<file path="src/rtl/rev_mac_pkg.sv">
package rev_mac_pkg;
    localparam int OPW  = 4;
    localparam int ACCW = 2 * OPW;

    typedef logic [OPW-1:0]  opnd_t;
    typedef logic [ACCW-1:0] acc_t;

    typedef struct packed {
        logic ovf;
        acc_t sum;
    } mac_state_t;

    localparam int STW = $bits(mac_state_t);
endpackage

</file>
<file path="src/rtl/rg_cells.sv">
// Modelled reversible cells. P outputs copy the control input and are garbage in most uses.
module rg_feynman (
    input  logic a,
    input  logic b,
    output logic p,
    output logic q
);
    assign p = a;
    assign q = a ^ b;
endmodule

module rg_peres (
    input  logic a,
    input  logic b,
    input  logic c,
    output logic p,
    output logic q,
    output logic r
);
    assign p = a;
    assign q = a ^ b;
    assign r = (a & b) ^ c;
endmodule

module rg_dperes (
    input  logic a,
    input  logic b,
    input  logic c,
    input  logic d,
    output logic p,
    output logic q,
    output logic r,
    output logic s
);
    assign p = a;
    assign q = a ^ b;
    assign r = a ^ b ^ d;
    assign s = ((a ^ b) & d) ^ (a & b) ^ c;
endmodule

module rg_fredkin (
    input  logic a,
    input  logic b,
    input  logic c,
    output logic p,
    output logic q,
    output logic r
);
    assign p = a;
    assign q = a ? c : b;
    assign r = a ? b : c;
endmodule

</file>
<file path="src/rtl/rg_ripple.sv">
// Ripple adder: Peres half adder at bit 0, double-Peres full adders above.
module rg_ripple #(
    parameter int W = 8
) (
    input  logic [W-1:0] a,
    input  logic [W-1:0] b,
    output logic [W-1:0] s,
    output logic         co
);
    logic [W:1]   cy;
    logic [W-1:0] gp_unused;
    logic [W-1:0] gq_unused;

    for (genvar j = 0; j < W; j++) begin : g_bit
        if (j == 0) begin : g_half
            rg_peres u_ha (
                .a(a[0]), .b(b[0]), .c(1'b0),
                .p(gp_unused[0]), .q(s[0]), .r(cy[1])
            );
            assign gq_unused[0] = 1'b0;
        end else begin : g_full
            rg_dperes u_fa (
                .a(a[j]), .b(b[j]), .c(1'b0), .d(cy[j]),
                .p(gp_unused[j]), .q(gq_unused[j]), .r(s[j]), .s(cy[j+1])
            );
        end
    end

    assign co = cy[W];
endmodule

</file>
<file path="src/rtl/rg_mult.sv">
// Array multiplier: Peres partial products, one ripple row per multiplier bit.
module rg_mult
    import rev_mac_pkg::*;
(
    input  opnd_t x,
    input  opnd_t y,
    output acc_t  prod
);
    logic [OPW-1:0] pp     [OPW];
    logic [OPW-1:0] pp_unused_p [OPW];
    logic [OPW-1:0] pp_unused_q [OPW];
    logic [OPW-1:0] run    [OPW];
    logic [OPW-1:0] rs     [1:OPW-1];
    logic           rc     [1:OPW-1];

    for (genvar i = 0; i < OPW; i++) begin : g_row
        for (genvar j = 0; j < OPW; j++) begin : g_col
            rg_peres u_pp (
                .a(x[j]), .b(y[i]), .c(1'b0),
                .p(pp_unused_p[i][j]), .q(pp_unused_q[i][j]), .r(pp[i][j])
            );
        end
        if (i == 0) begin : g_first
            assign prod[0] = pp[0][0];
            assign run[0]  = {1'b0, pp[0][OPW-1:1]};
        end else begin : g_add
            rg_ripple #(.W(OPW)) u_row (
                .a(run[i-1]), .b(pp[i]), .s(rs[i]), .co(rc[i])
            );
            assign prod[i] = rs[i][0];
            assign run[i]  = {rc[i], rs[i][OPW-1:1]};
        end
    end

    assign prod[ACCW-1:OPW] = run[OPW-1];
endmodule

</file>
<file path="src/rtl/rg_store.sv">
// Register: Fredkin load mux, Fredkin clear, double Feynman restore, edge flop.
module rg_store #(
    parameter int W = 9
) (
    input  logic         clk,
    input  logic         rst,
    input  logic         en,
    input  logic [W-1:0] d,
    output logic [W-1:0] q
);
    logic [W-1:0] held;
    logic [W-1:0] cleared;
    logic [W-1:0] inv;
    logic [W-1:0] nxt;
    logic [W-1:0] g1_unused, g2_unused, g3_unused, g4_unused, g5_unused, g6_unused;

    for (genvar i = 0; i < W; i++) begin : g_bit
        rg_fredkin u_load (
            .a(en), .b(d[i]), .c(q[i]),
            .p(g1_unused[i]), .q(g2_unused[i]), .r(held[i])
        );
        rg_fredkin u_clr (
            .a(rst), .b(1'b0), .c(held[i]),
            .p(g3_unused[i]), .q(g4_unused[i]), .r(cleared[i])
        );
        rg_feynman u_inv (
            .a(cleared[i]), .b(1'b1), .p(g5_unused[i]), .q(inv[i])
        );
        rg_feynman u_rest (
            .a(inv[i]), .b(1'b1), .p(g6_unused[i]), .q(nxt[i])
        );
    end

    always_ff @(posedge clk) begin
        q <= nxt;
    end
endmodule

</file>
<file path="src/rtl/rev_mac.sv">
module rev_mac
    import rev_mac_pkg::*;
(
    input  logic       clk,
    input  logic       rst,
    input  logic       in_vld,
    input  logic [3:0] opa,
    input  logic [3:0] opb,
    output logic [7:0] acc,
    output logic       ovf
);
    acc_t       prod;
    acc_t       sum;
    logic       cout;
    logic       or_x, or_a;
    logic       gp_unused, gf_unused;
    mac_state_t st_d, st_q;

    rg_mult u_mult (.x(opa), .y(opb), .prod(prod));

    rg_ripple #(.W(ACCW)) u_add (
        .a(st_q.sum), .b(prod), .s(sum), .co(cout)
    );

    // Sticky flag: a|b built as (a^b) ^ (a&b)
    rg_peres u_or (
        .a(st_q.ovf), .b(cout), .c(1'b0),
        .p(gp_unused), .q(or_x), .r(or_a)
    );
    rg_feynman u_orf (.a(or_a), .b(or_x), .p(gf_unused), .q(st_d.ovf));

    assign st_d.sum = sum;

    rg_store #(.W(STW)) u_reg (
        .clk(clk), .rst(rst), .en(in_vld), .d(st_d), .q(st_q)
    );

    assign acc = st_q.sum;
    assign ovf = st_q.ovf;

    logic [ACCW:0] wide_chk;
    assign wide_chk = {1'b0, acc} + (ACCW+1)'(opa) * (ACCW+1)'(opb);


    clear_chk: assert property (@(posedge clk) rst |=> (acc == '0 && !ovf));

    update_chk: assert property (@(posedge clk) disable iff (rst)
        in_vld |=> acc == $past(wide_chk[ACCW-1:0]));

    hold_chk: assert property (@(posedge clk) disable iff (rst)
        !in_vld |=> ($stable(acc) && $stable(ovf)));

    ovf_set_chk: assert property (@(posedge clk) disable iff (rst)
        (in_vld && wide_chk[ACCW]) |=> ovf);

    sticky_chk: assert property (@(posedge clk) disable iff (rst)
        ovf |=> ovf);

    prod_chk: assert property (@(posedge clk) disable iff (rst)
        prod == acc_t'(opa) * acc_t'(opb));
endmodule

</file>
<file path="config.mk">
export PLATFORM = sky130hd
export DESIGN_NAME = rev_mac
export DESIGN_NICKNAME = d
export VERILOG_FILES = /design/src/rtl/rev_mac_pkg.sv /design/src/rtl/rg_cells.sv /design/src/rtl/rg_ripple.sv /design/src/rtl/rg_mult.sv /design/src/rtl/rg_store.sv /design/src/rtl/rev_mac.sv
export SDC_FILE = /design/constraint.sdc
export NUM_CORES = 1
export LEC_CHECK = 0
export ABC_AREA = 1
export BUFFER_PORTS_ARGS = -buffer_cell sky130_fd_sc_hd__buf_2
export CAP_MARGIN = 20
export CORE_UTILIZATION = 40
export DETAILED_ROUTE_END_ITERATION = 16
export PLACE_DENSITY_LB_ADDON = 0.25
export REMOVE_ABC_BUFFERS = 1
export SYNTH_ARGS = -nofsm -noshare
export SYNTH_HDL_FRONTEND = slang
export SYNTH_SLANG_ARGS = --single-unit
</file>
<file path="constraint.sdc">
create_clock -name clk -period 5.99 [get_ports clk]
set_input_delay 0.599 -clock clk [delete_from_list [all_inputs] [get_ports clk]]
set_output_delay 0.599 -clock clk [all_outputs]
set_load 0.05 [all_outputs]
</file>
==> metrics, run 1 <==
Worst Path Arrival a little over 5000 ps; max FFs per register 9; CTS Root Cell clkbuf_4; status finished clean; Top FF cell, synth dfxtp_1; logic gate share of total power a little over half; Internal 145 uW; crit-path max FO 4; Sum Neg Setup Slack 0 ps; H-tree depth 1; post-layout minimum cycle time 4950 ps; Post-Syn Instances ~120; Avg WL per Cell 8.63 um; Largest delay share family, worst path adder cells; die area 2680 um^2; Clock Skews approximately 0.65 ps; sequential cell area 180 um^2; startpoint type of the worst setup path input port; mapped cell area 991 um^2; Critical Path Max Stage Delay 490 ps; Filler cells 227; global-route wire length before repair 2.59 mm; initial antenna violation count 0; sequential share of power approximately 29%; DIE WIDTH 51.8 um; fmax 0.202 GHz; Final Net Count ~170; WL final 1.41 mm; Worst-Margin Slew 435 ps; Max clock buf depth 2; total grt overflow 0; CTS sink cnt 9; PostCTS Resize Cnt 0; yosys warns 0; Max rail drop VDD 0.000164 V; Switching Share 45.3%; Largest Register u_reg.q; Slew Limit Headroom a little under three quarters; PortBufs 19; register area share after synthesis between 10% and 20%; CP cell instances buf_2, nand2_1, inv_1, ha_1, inv_1, fa_1, fa_1, fa_1, inv_1, fa_1, inv_1, fa_1, fa_1, fa_1, fa_1, inv_1, fa_1, inv_1, nand2_1, nand2_1, nor2_1; Via Count 696; final setup vio count 0; Post-DRT Antenna Nets 0; area leader, netlist fa_1; detailed placement HPWL approximately 1.3 mm; period utilization 82.6%; DRC 0; Core Area approximately 2300 um^2; multi-input logic area 596 um^2; latest clock arrival within the worst-skew pair ~260 ps; most common cell in the netlist inv_1; min-delay worst type reg2reg; row cnt 17; Slew Limit Fails 0; Crit Path Category in2reg; Total Power 264 uW; CTS tree done; Synth-to-Final Area Change 6.57%; Setup Fix Bufs, Post-CTS 0; share of Yosys cell area claimed by the top area cell type 30.3%; WP buf/inv 7; DR iter-0 viols 0; PD cells 250 nW/um^2; number of enable flip-flop cells after synthesis 0; GRT Util Overall 13.4%; maxcap violations 0; final RePlAce weighted congestion between 0.7 and 0.8; I/O pins 20; Inserted Clock Buffers 3; CTS Hold Bufs 0; Final Hold Viols 0; clk slew on worst S/H paths 60 ps; Synth area leaders fa_1 (30%), dfxtp_1 (18%), inv_1 (13%), nand2_1 (11%), ha_1 (6.3%); largest net degree at the start of global routing 18; number of synthesized register bits 9; Mean Syn Cell Area 8.12 um^2; Regs by FF count u_reg.q: 9 flops; ANT cells 0; Worst setup EP type flop; sw power 120 uW; via-per-instance ratio 4.27; RSZ-0062 raised after global routing no; slowest CP cell fa_1; drt first pass iters 1; Netlist cell types 13; Die Y between 50 and 60 um; Worst path most repeated cell fa_1; synth cell count leaders inv_1 (33), nand2_1 (30), fa_1 (15); layout cells sized above 1 around 26%; WP data required just over 6000 ps; vias in the first global route 680; ys async rst share 0%; share of total power in the clock network 18.4%; leakage 0.000586 uW; Initial Util between 40% and 50%
## layout make-up
class                           count  area share [%]
Sequential cell                     9            17.1
Inverter                           33            11.7
Tap cell                           28            3.32
Clock buffer                        4            2.49
Timing Repair Buffer               19            9.00
Multi-Input combinational cell     70            56.4
## worst register-to-register path: stages, from the launching register on
cell and delay (ps):
dfxtp_1 370, ha_1 170, inv_1 50, fa_1 370
fa_1 380, fa_1 380, fa_1 380, fa_1 390
fa_1 360, inv_1 80, fa_1 410, inv_1 60
nand2_1 40, nand2_1 70, nor2_1 40
## power by group through the flow
| stage | clock (uW) | combinational, uW | sequential (uW) |
|---|---|---|---|
| CTS | 51.7 | 143 | 77.2 |
| floorplan | 0 | 80.2 | 110 |
| detailed placement | 0 | 142 | 78.5 |
| global placement | 0 | 140 | 78.2 |
| global route | 53.6 | 160 | 78.4 |
| finish | 48.5 | 139 | 76.9 |
## worst paths after layout
kind / startpoint / endpoint / slack, ps / cells after the start
min: u_reg.q[8]$_SDFFE_PP0P_ / u_reg.q[8]$_SDFFE_PP0P_ / 450 / 2
min reg2reg: u_reg.q[8]$_SDFFE_PP0P_ / u_reg.q[8]$_SDFFE_PP0P_ / 450 / 2
max: opa[1] / u_reg.q[7]$_SDFFE_PP0P_ / 1040 / 21
max reg2reg: u_reg.q[0]$_SDFFE_PP0P_ / u_reg.q[7]$_SDFFE_PP0P_ / 2330 / 14
## metal layers
metal  GRT usage [%]  part of all wire [%]  vias to the layer above
met1            13.4                    39                      327
met2            24.5                    55                       10
met5               0                     0                        -
met3            5.26                   4.1                        5
met4            5.41                   1.8                        0
li1                -                     -                      354
## cells in the final DEF, fill, tap and decap left out, drive strengths merged
cell,Yosys,routed
buf,10,19
nand2,33,33
inv,33,33
fa,15,15
nor2,16,16
a21oi,1,1
clkbuf,0,4
ha,5,5
dfxtp,9,9
## cell families (layout without fill, tap and decap cells)
logic type,after synthesis,after routing,share of synthesized area [%]
flops,9,9,18.2
compound gates,1,1,0.884
buf+inv,43,56,21.7
fa+ha+maj,20,20,36.6
simple gates,49,49,22.6
## stage by stage
step | hold WS (ps) | instance area [um^2] | utilization (%) | worst slack (ps) | instances
detailed placement | 449 | 1030 | 45.2 | 739 | 159
finish | 454 | 1060 | 46.4 | 1040 | 163
global placement | 444 | 1030 | 45.2 | 806 | 159
global route | 488 | 1060 | 46.4 | 809 | 163
CTS | 459 | 1060 | 46.4 | 1010 | 163
floorplan | 661 | 900 | - | 1060 | 112
No activity file was read; power rests on OpenSTA's default activity.
==> run 2, diff against run 1 <==
==> constraint.sdc (replaced) <==
create_clock -name clk -period 4.5 [get_ports clk]
set_input_delay 0.45 -clock clk [delete_from_list [all_inputs] [get_ports clk]]
set_output_delay 0.45 -clock clk [all_outputs]
set_load 0.05 [all_outputs]
==> run 2 against run 1 <==
Against the previous run: non-clock buffer count is 6 higher; via count grew 2.6%; sequential share of layout area decreased by 0.99 points; largest power group unchanged; largest cell class unchanged; register-to-register slack got worse by 1400 ps.
==> metrics, run 2 (synthesized netlist as in run 1, its figures left out) <==
status finished clean (unchanged); Crit Path Category in2reg (unchanged); DIE WIDTH 51.8 um (unchanged); crit-path max FO 2 (was 4); WP data required 4660 ps (was 6150 ps); largest net degree at the start of global routing 18 (unchanged); drt first pass iters 5 (was 1); sw power 164 uW (was 120 uW); Total Power 365 uW (was 264 uW); post-layout minimum cycle time around 4500 ps; Slew Limit Fails 0 (unchanged); row cnt 17 (unchanged); detailed placement HPWL 1.24 mm (was 1.26 mm); Worst-Margin Slew 447 ps (was 435 ps); Filler cells 225 (was 227); Die Y 51.8 um (unchanged); PD cells 326 nW/um^2 (was 250 nW/um^2); ANT cells 0 (unchanged); Max rail drop VDD 0.000266 V (was 0.000164 V); initial antenna violation count 0 (unchanged); Slew Limit Headroom 70.2% (was 71.0%); global-route wire length before repair 2.50 mm (was 2.59 mm); min-delay worst type in2reg (was reg2reg); maxcap violations 0 (unchanged); Via Count 714 (was 696); die area 2680 um^2 (unchanged); max FFs per register 9 (unchanged); total grt overflow 0 (unchanged); Inserted Clock Buffers 3 (unchanged); PortBufs 19 (unchanged); final setup vio count 0 (unchanged); fmax 0.223 GHz; Switching Share 44.9% (was 45.3%); Worst Path Arrival 4640 ps (was 5110 ps); logic gate share of total power 54.4% (was 52.6%); Avg WL per Cell 8.54 um (was 8.63 um); via-per-instance ratio 4.22 (was 4.27); Post-DRT Antenna Nets 0 (unchanged); share of total power in the clock network 17.6% (was 18.4%); hold slack 354 ps (was 454 ps); startpoint type of the worst setup path input port (unchanged); CTS tree done (unchanged); final RePlAce weighted congestion 0.806 (was 0.767); Clock Skews 5.35 ps (was 0.654 ps); most frequent cells in the layout inv_1 (30), nand2_1 (30), buf_2 (19) (was inv_1 (33), nand2_1 (30), buf_2 (19)); Max clock buf depth 2 (unchanged); Regs by FF count u_reg.q: 9 flops (unchanged); Synth-to-Final Area Change 13.1% (was 6.57%); CTS sink cnt 9 (unchanged); Initial Util 43.5% (unchanged); CTS Hold Bufs 0 (unchanged); latest clock arrival within the worst-skew pair 260 ps (about the same); Final Hold Viols 0 (unchanged); Largest Register u_reg.q (unchanged); I/O pins 20 (unchanged); H-tree depth 1 (unchanged); vias in the first global route 653 (was 680); DR iter-0 viols 3 (was 0); leakage 0.000609 uW (was 0.000586 uW); clk slew on worst S/H paths 60 ps (about the same); sequential share of power 28.0% (was 29.1%); GRT Util Overall 13.0% (was 13.4%); DRC 0 (unchanged); period utilization 99.5%; Internal 201 uW (was 145 uW); sequential cell area 180 um^2 (unchanged); Core Area 2280 um^2 (unchanged); Final Net Count 173 (was 167); CTS Root Cell clkbuf_4 (unchanged); multi-input logic area 616 um^2 (was 596 um^2); layout cells sized above 1 36.9% (was 25.9%); WL final 1.44 mm (was 1.41 mm); Worst setup EP type flop (unchanged); RSZ-0062 raised after global routing yes (was no)
## run 2: cell types whose count changed in the layout (fill, tap and decap cells not counted)
cell and delta:
inv_2 +3, inv_1 -3, fa_2 +8, fa_1 -8, buf_4 +6
## run 2: layout make-up
type                            count  share of cell area, %
Timing Repair Buffer               25                   12.5
Tap cell                           28                   3.12
Inverter                           33                   11.0
Multi-Input combinational cell     70                   54.9
Clock buffer                        4                   2.34
Sequential cell                     9                   16.1
## run 2: power groups by stage
| stage | Clock [uW] | Sequential, uW | Combinational (uW) |
|---|---|---|---|
| after floorplan | 0 | 146 | 107 |
| after global placement | 0 | 104 | 190 |
| after detailed placement | 0 | 105 | 192 |
| after CTS | 67.6 | 103 | 202 |
| after global routing | 73.7 | 105 | 224 |
| final | 64.3 | 102 | 199 |
## run 2: per-layer routing
| layer | vias up | share of wire, % | GRT usage [%] |
|---|---|---|---|
| li1 | 368 | - | - |
| met1 | 333 | 42 | 14.8 |
| met2 | 11 | 53 | 22.3 |
| met3 | 2 | 4.3 | 6.14 |
| met4 | 0 | 0.48 | 2.70 |
| met5 | - | 0 | 0 |
## run 2: critical path: stages
cell     delay (ps)
buf_2            90
nand2_1          50
inv_1            50
ha_1            140
inv_1            50
fa_2            330
fa_1            460
fa_2            350
inv_2            60
fa_1            390
inv_1            80
fa_2            430
fa_2            350
fa_2            350
fa_2            360
inv_2            60
fa_1            390
inv_1            60
nand2_1          40
nand2_1          70
nor2_1           40
## run 2: path summary, 6_finish.rpt
kind                                start                      end  slack [ps]  depth (start not counted)
hold reg to reg   u_reg.q[8]$_SDFFE_PP0P_  u_reg.q[8]$_SDFFE_PP0P_         450                          2
setup reg to reg  u_reg.q[0]$_SDFFE_PP0P_  u_reg.q[7]$_SDFFE_PP0P_         980                         14
hold / removal                        rst  u_reg.q[8]$_SDFFE_PP0P_         350                          2
setup / recovery                   opa[1]  u_reg.q[7]$_SDFFE_PP0P_          20                         21
## run 2: metrics by stage
step | instances | cell area [um^2] | TNS (ps) | util, % | setup slack, ps
global route | 169 | 1120 | -125 | 49.3 | -125
CTS | 169 | 1120 | -37.1 | 49.3 | -37.1
global placement | 165 | 1070 | -796 | 47.2 | -480
floorplan | 112 | 900 | -290 | - | -280
detailed placement | 165 | 1070 | -1060 | 47.2 | -566
finish | 169 | 1120 | 0 | 49.3 | 23.1
## run 2: timing repair
action / in CTS / in global routing
resized for setup: 10 / 1
setup endpoints to repair: 2 / 1
setup buffers: 0 / 0
pin swaps: 8 / 3
